==> src/rtl/bcd_dadj_pkg.sv <==
package bcd_dadj_pkg;
  localparam int unsigned DATA_W = 8;
  localparam int unsigned NIB_W  = DATA_W / 2;
  localparam logic [NIB_W-1:0]  DIGIT_MAX = NIB_W'(9);
  localparam logic [DATA_W-1:0] BYTE_MAX  = DATA_W'(8'h99);
  localparam logic [DATA_W-1:0] LO_FIX    = DATA_W'(8'h06);
  localparam logic [DATA_W-1:0] HI_FIX    = DATA_W'(8'h60);

  typedef struct packed {
    logic [DATA_W-1:0] res;
    logic              cf;
    logic              af;
    logic              zf;
    logic              sf;
    logic              pf;
  } dadj_out_t;
endpackage

==> src/rtl/bcd_lo_fix.sv <==
module bcd_lo_fix
  import bcd_dadj_pkg::*;
(
  input  logic [DATA_W-1:0] acc_i,
  input  logic              af_i,
  output logic [DATA_W-1:0] sum_o,
  output logic              lo_hit_o
);
  always_comb begin
    lo_hit_o = (acc_i[NIB_W-1:0] > DIGIT_MAX) || af_i;
    // full-width add so the nibble carry ripples upward
    sum_o    = lo_hit_o ? (acc_i + LO_FIX) : acc_i;
  end
endmodule

==> src/rtl/bcd_hi_fix.sv <==
module bcd_hi_fix
  import bcd_dadj_pkg::*;
(
  input  logic [DATA_W-1:0] orig_i,
  input  logic [DATA_W-1:0] sum_i,
  input  logic              cf_i,
  output logic [DATA_W-1:0] res_o,
  output logic              hi_hit_o
);
  always_comb begin
    // decided on the original byte, not the low-corrected one
    hi_hit_o = cf_i || (orig_i > BYTE_MAX);
    res_o    = hi_hit_o ? (sum_i + HI_FIX) : sum_i;
  end
endmodule

==> src/rtl/bcd_flag_gen.sv <==
module bcd_flag_gen
  import bcd_dadj_pkg::*;
(
  input  logic [DATA_W-1:0] res_i,
  output logic              zf_o,
  output logic              sf_o,
  output logic              pf_o
);
  always_comb begin
    zf_o = (res_i == '0);
    sf_o = res_i[DATA_W-1];
    pf_o = ~(^res_i);
  end
endmodule

==> src/rtl/bcd_dadj.sv <==
module bcd_dadj
  import bcd_dadj_pkg::*;
#(
  parameter bit REG_OUT = 1'b1
) (
  input  logic              clk_i,
  input  logic              rst_ni,
  input  logic [DATA_W-1:0] acc_i,
  input  logic              cf_i,
  input  logic              af_i,
  output logic [DATA_W-1:0] res_o,
  output logic              cf_o,
  output logic              af_o,
  output logic              zf_o,
  output logic              sf_o,
  output logic              pf_o
);
  logic [DATA_W-1:0] lo_sum;
  logic              lo_hit;
  logic [DATA_W-1:0] hi_res;
  logic              hi_hit;
  logic              flg_z, flg_s, flg_p;
  dadj_out_t         nxt, cur;

  bcd_lo_fix u_lo (
    .acc_i   (acc_i),
    .af_i    (af_i),
    .sum_o   (lo_sum),
    .lo_hit_o(lo_hit)
  );

  bcd_hi_fix u_hi (
    .orig_i  (acc_i),
    .sum_i   (lo_sum),
    .cf_i    (cf_i),
    .res_o   (hi_res),
    .hi_hit_o(hi_hit)
  );

  bcd_flag_gen u_flg (
    .res_i(hi_res),
    .zf_o (flg_z),
    .sf_o (flg_s),
    .pf_o (flg_p)
  );

  always_comb begin
    nxt.res = hi_res;
    nxt.cf  = hi_hit;
    nxt.af  = lo_hit;
    nxt.zf  = flg_z;
    nxt.sf  = flg_s;
    nxt.pf  = flg_p;
  end

  generate
    if (REG_OUT) begin : g_reg
      dadj_out_t out_q;
      always_ff @(posedge clk_i or negedge rst_ni) begin
        if (!rst_ni) out_q <= '0;
        else         out_q <= nxt;
      end
      assign cur = out_q;
    end else begin : g_comb
      assign cur = nxt;
    end
  endgenerate

  assign res_o = cur.res;
  assign cf_o  = cur.cf;
  assign af_o  = cur.af;
  assign zf_o  = cur.zf;
  assign sf_o  = cur.sf;
  assign pf_o  = cur.pf;

  assert_lo_range_R1: assert property (@(posedge clk_i) disable iff (!rst_ni)
    (acc_i[NIB_W-1:0] > DIGIT_MAX) |-> (lo_sum == acc_i + LO_FIX));
  assert_af_forces_R2: assert property (@(posedge clk_i) disable iff (!rst_ni)
    af_i |-> nxt.af);
  assert_cf_in_R4: assert property (@(posedge clk_i) disable iff (!rst_ni)
    cf_i |-> nxt.cf);
  assert_zero_flag_R5: assert property (@(posedge clk_i) disable iff (!rst_ni)
    nxt.zf |-> (hi_res == '0));
  assert_pass_R9: assert property (@(posedge clk_i) disable iff (!rst_ni)
    (acc_i[NIB_W-1:0] <= DIGIT_MAX && acc_i[DATA_W-1:NIB_W] <= DIGIT_MAX
     && !cf_i && !af_i) |-> (hi_res == acc_i && !nxt.cf && !nxt.af));
endmodule

==> config.mk <==
export PLATFORM = sky130hd
export DESIGN_NAME = bcd_dadj
export DESIGN_NICKNAME = d
export VERILOG_FILES = /design/src/rtl/bcd_dadj_pkg.sv /design/src/rtl/bcd_lo_fix.sv /design/src/rtl/bcd_hi_fix.sv /design/src/rtl/bcd_flag_gen.sv /design/src/rtl/bcd_dadj.sv
export SDC_FILE = /design/constraint.sdc
export NUM_CORES = 1
export LEC_CHECK = 0
export ABC_AREA = 1
export BUFFER_PORTS_ARGS = -buffer_cell sky130_fd_sc_hd__buf_4
export CORE_MARGIN = 10
export CORE_UTILIZATION = 40
export DETAILED_ROUTE_END_ITERATION = 8
export PLACE_DENSITY = 0.74
export SETUP_SLACK_MARGIN = 0.1
export SYNTH_ARGS = -nofsm -noshare
export SYNTH_HDL_FRONTEND = slang
export SYNTH_HIERARCHICAL = 1
export SYNTH_SLANG_ARGS = --single-unit
==> constraint.sdc <==
create_clock -name clk_i -period 0.8 [get_ports clk_i]
set_input_delay 0.08 -clock clk_i [delete_from_list [all_inputs] [get_ports clk_i]]
set_output_delay 0.08 -clock clk_i [all_outputs]
set_load 0.02 [all_outputs]
---- After elaboration in Yosys (flattened, before gate mapping) ----
Index checks and enable logic that the tools add are counted.
word-level totals
  flip-flop bits (word level) ............. 13
  bits of input ports ..................... 12
  output and inout port bits .............. 13
  word-level logic and storage cells ...... 17
cells by class
  add/sub/neg operators ................... 2
  order comparisons ....................... 2
  muxes and demuxes ....................... 2
  bitwise operators ....................... 1
  reduce and logical (&&, ||, !) cells .... 4
operators by type and width
  kind                                                           count
  8-bit 2-to-1 mux                                               2
  8-bit by 3-bit adder with 8-bit output, second input constant  1
  8-bit by 7-bit adder with 8-bit output, second input constant  1
  8-bit greater-than comparator, second input constant           1
  8-bit zero test                                                1
  8-bit parity                                                   1
  4-bit greater-than comparator, second input constant           1
  1-bit logical OR                                               2
  1-bit NOT                                                      1

---- Depth between registers and ports, before layout ----
  word-level depth ........................ 7
  gate-level depth with buffers ........... 19
  mapped depth without buffers ............ 19

---- Cells and area by module ----
Netlist, hierarchy kept.
by module, submodules not included
  module        instances  cells an instance  area each (µm²)  seq. area each (µm²)
  bcd_dadj      1          13                 325.3            325.3
  bcd_lo_fix    1          33                 190.2            0.0
  bcd_hi_fix    1          30                 175.2            0.0
  bcd_flag_gen  1          35                 170.2            0.0

---- Least setup slack after synthesis ----
Ideal clock, no wire load.
  path type ............................... input-to-reg
  start ................................... input acc_i[1]
  end ..................................... register g_reg.out_q, in the netlist pf_o
  setup time .............................. 0.116 ns
  arrival ................................. 1.745 ns
  required time ........................... 0.684 ns
  slack ................................... -1.061 ns
  stages on the path ...................... 19
  cells stage by stage .................... inv_1 > ha_1 > inv_1 > nand3_1 > xor2_1 > nand2_1 > nand2_1 > inv_1 > ha_1 > xnor2_1 > nand2_1 > nand2_1 > inv_1 > ha_1 > inv_1 > nand2_1 > nand2_1 > nand2_1 > nand2_1
between the ends
  cells in the longest elaborated chain, start to end .. 7
ends and longest elaborated chain
  what                                                                                            RTL line            text
  from (decl)                                                                                     bcd_dadj.sv:8       input logic [DATA_W-1:0] acc_i,
  parallel branches: the longest is 2 deep, another holds 8-bit by 3-bit adder with 8-bit output  n/a
  8-bit 2-to-1 mux (*)                                                                            bcd_lo_fix.sv:12    sum_o = lo_hit_o ? (acc_i + LO_FIX) : acc_i;
  named net lo_sum[5]                                                                             bcd_dadj.sv:18      logic [DATA_W-1:0] lo_sum;
  8-bit by 7-bit adder with 8-bit output (*)                                                      bcd_hi_fix.sv:13    res_o = hi_hit_o ? (sum_i + HI_FIX) : sum_i;
  8-bit 2-to-1 mux (*)                                                                            bcd_hi_fix.sv:13
  named net hi_res[7]                                                                             bcd_dadj.sv:20      logic [DATA_W-1:0] hi_res;
  8-bit parity (*)                                                                                bcd_flag_gen.sv:12  pf_o = ~(^res_i);
  1-bit NOT (*)                                                                                   bcd_flag_gen.sv:12
  named net flg_p                                                                                 bcd_dadj.sv:22      logic flg_z, flg_s, flg_p;
  to (signal assigned)                                                                            bcd_dadj.sv:61      else out_q <= nxt;
  to (decl)                                                                                       bcd_dadj.sv:58      dadj_out_t out_q;
Mark *: on every way through the listed nets, which the timed path passes.

---- Final worst setup path ----
  start ................................... input acc_i[2]
  end ..................................... register g_reg.out_q, in the netlist pf_o
between the ends
  cells in the longest elaborated chain, start to end .. 7
ends and longest elaborated chain
  what                                                                                            RTL line
  parallel branches: the longest is 2 deep, another holds 8-bit by 3-bit adder with 8-bit output  n/a
  8-bit 2-to-1 mux (*)                                                                            bcd_lo_fix.sv:12
  named net lo_sum[7]                                                                             bcd_dadj.sv:18
  8-bit by 7-bit adder with 8-bit output                                                          bcd_hi_fix.sv:13
  8-bit 2-to-1 mux (*)                                                                            bcd_hi_fix.sv:13
  named net hi_res[7]                                                                             bcd_dadj.sv:20
  8-bit parity (*)                                                                                bcd_flag_gen.sv:12
  1-bit NOT (*)                                                                                   bcd_flag_gen.sv:12
  named net flg_p                                                                                 bcd_dadj.sv:22
Marked as above.

==> results.sh <==
export IMPL_drtIter0Drc=11
export IMPL_hold_class="in -> reg"
export IMPL_layout_min_cycle_time_ns=1.72
export IMPL_synthTopCellsByCount="nand2_1, inv_1, dfrtp_1"
export IMPL_violations="setup timing"
export IMPL_grt_pass1_vias=833
export IMPL_fp_coreArea_um2=2000
export IMPL_status="complete, but fails checks"
export IMPL_rsz0062_at_grt="true"
export IMPL_yosys_area_top_type="dfrtp_1"
export IMPL_area_growth_pct=67.7
export IMPL_power_density_nw_per_um2=1640
export IMPL_vias=824
export IMPL_gp_congestion=0.817
export IMPL_synth_area_um2=861
export IMPL_rows=16
export IMPL_layout_drive_gt1_share_pct=56.6
export IMPL_cp_start_kind="primary input"
export IMPL_place_area_um2=1210
export IMPL_firstDrtPassIters=4
export IMPL_synth_cells=111
export IMPL_ys_warn_count=6
export IMPL_root_buffer="clkbuf_4"
export IMPL_grt_pass1_wl_um=3480
export IMPL_cts_tree="built"
export IMPL_tightest_slew_ns=0.194
export IMPL_wirelength_um=2440
export IMPL_synth_seq_cells=13
export IMPL_synth_most_common_cell="nand2_1"
export IMPL_start_util_pct=43.0
export IMPL_clk_pin_slew_ns=0.08
export IMPL_whs_ns=0.127
export IMPL_arrival_ns=1.89
export IMPL_yosysTopAreaCellShare_pct=37.8
export IMPL_h_tree_depth=1
export IMPL_ys_dominant_reg_cell="dfrtp_1"
export IMPL_grt_max_degree=14
export IMPL_crit_chain="buf_12 -> inv_12 -> ha_4 -> inv_4 -> buf_4 -> nand2_1 -> nor2_2 -> nand2_2 -> nand2_1 -> nand2_1 -> inv_1 -> xnor2_2 -> nand2_1 -> nand2_2 -> inv_2 -> ha_4 -> inv_2 -> nand2_2 -> nand2_2 -> nand2_2 -> nand2_1"
export IMPL_path_class="in -> reg"
export IMPL_yosysUniqueCellTypes=17
export IMPL_p_leak_nw=0.774
export IMPL_cp_slowest_cell="ha_4"
export IMPL_wire_per_inst_um=13.6
export IMPL_die_x_um=66.4
export IMPL_grtUsageTotal_pct=9.84
export IMPL_setup_viol=20
export IMPL_hold_violations=0
export IMPL_fin_ws_ns=-0.921
export IMPL_clock_sinks=13
export IMPL_antenna_found_initial=0
export IMPL_cts_buffers_inserted=3
export IMPL_dpl_worst_slack_ns=-1.26
export IMPL_vias_per_cell=4.60
export IMPL_die_area_um2=4410
export IMPL_maxSlewViolCount=0
export IMPL_synth_edf_count=0
export IMPL_async_flop_share_pct=100
export IMPL_portBuffers=24
export IMPL_dp_cells=170
export IMPL_dp_hpwl_um=1650
export IMPL_final_area_um2=1440
export IMPL_final_nets=171
export IMPL_fmax_mhz=581
export IMPL_fp_dieH_um=66.4
export IMPL_drc=0
export IMPL_synth_area_leaders="dfrtp_1, nand2_1, inv_1, ha_1, buf_4"
export IMPL_grt_remaining_overflow=0
export IMPL_path_buf_inv=7
export IMPL_worst_path_max_fanout=3
export IMPL_crit_path_max_incr_delay_ns=0.27
export IMPL_cap_viol_max_count=0
export IMPL_min_period_over_period_pct=215
export IMPL_endpoint_kind="flip-flop"
export IMPL_synth_nets=129
export IMPL_ant_nets=0
export IMPL_slew_headroom_pct=87.0
export IMPL_ys_seq_area_share_pct=37.8
export IMPL_required_ns=0.97
export IMPL_pin_count=25
export IMPL_ir_drop_mv=0.838
export IMPL_finalNonFillerCells=179
export IMPL_antenna_cells=0
export IMPL_syn_avg_cell_area_um2=7.76
export IMPL_cp_top_family="simple AND/OR/NAND/NOR gates"
export IMPL_clock_path_buffers=2
-- cells in the final DEF (no fill, tap or decap), types with 3 or more instances in the layout --
master and instances:
ha_4 3, ha_1 3, inv_2 7, nand2_2 13, buf_6 19, nand2_1 22, dfrtp_1 13, clkbuf_4 3
buf_4 20, inv_1 16, nand3_1 6
-- kinds of logic after synthesis --
family	count (synthesis)	share of synthesized area, %
and+or+nand+nor	49	25.3
buffers and inverters	34	19.5
DFF	13	37.8
adders and majority gates	6	8.72
xor gates and xnor gates	5	5.09
AOI/OAI and AO/OA	4	3.63
-- registers in the layout, summed over array words and instances, names as in the netlist --
| register | count |
|---|---|
| af_o | 1 |
| cf_o | 1 |
| pf_o | 1 |
| res_o | 8 |
| sf_o | 1 |
| zf_o | 1 |
-- through the flow --
step / setup TNS [ns] / utilization [%] / power [W]
after floorplan: -2.96 / - / 0.00135
after global placement: -6.22 / 60.4 / 0.00168
after detailed placement: -6.59 / 60.4 / 0.00173
after CTS: -3.74 / 67.9 / 0.00225
after global routing: -4.64 / 72.1 / 0.00252
final: -3.75 / 72.1 / 0.00236
-- per-layer routing --
layer / wire length, um / track usage (%)
met4: 93 / 3.93
met2: 1330 / 19.4
met5: 0 / 0
met3: 164 / 2.88
met1: 852 / 9.04
-- layout make-up --
type / count / area, um^2
timing repair buffer: 44 / 439
inverter: 27 / 135
fill: 144 / 558
clock inverter: 1 / 5.00
tap: 27 / 33.8
multi-input combinational: 64 / 483
clock buffer: 3 / 22.5
sequential: 13 / 325
-- repair_timing --
| item | 4_1_cts | 5_1_grt |
|---|---|---|
| gates cloned | 0 | 0 |
| endpoints found under the hold margin | 14 | 0 |
| resized for setup | 26 | 21 |
| setup buffers | 2 | 3 |
| hold buffers | 2 | 0 |
| setup endpoints to repair | 24 | 23 |
| pin swaps | 7 | 19 |
-- where the power goes --
group / internal, W / switching [W] / total, W / leakage (nW)
clock network: 0.000185 / 0.000210 / 0.000395 / 0.0177
registers: 0.000745 / 0.0000419 / 0.000786 / 0.153
logic: 0.000574 / 0.000608 / 0.00118 / 0.603
total: 0.00150 / 0.000860 / 0.00236 / 0.774
-- path summary, 6_finish.rpt --
path                          start       end  slack [ns]  cells after the start
worst max-delay path       acc_i[2]      pf_o       -0.92                     21
worst min-delay path       acc_i[1]  res_o[1]        0.13                      3
max in group asynchronous    rst_ni  res_o[4]        0.45                      2
min in group asynchronous    rst_ni      pf_o        0.18                      2
Note: power is estimated with default switching activity, not from simulation.
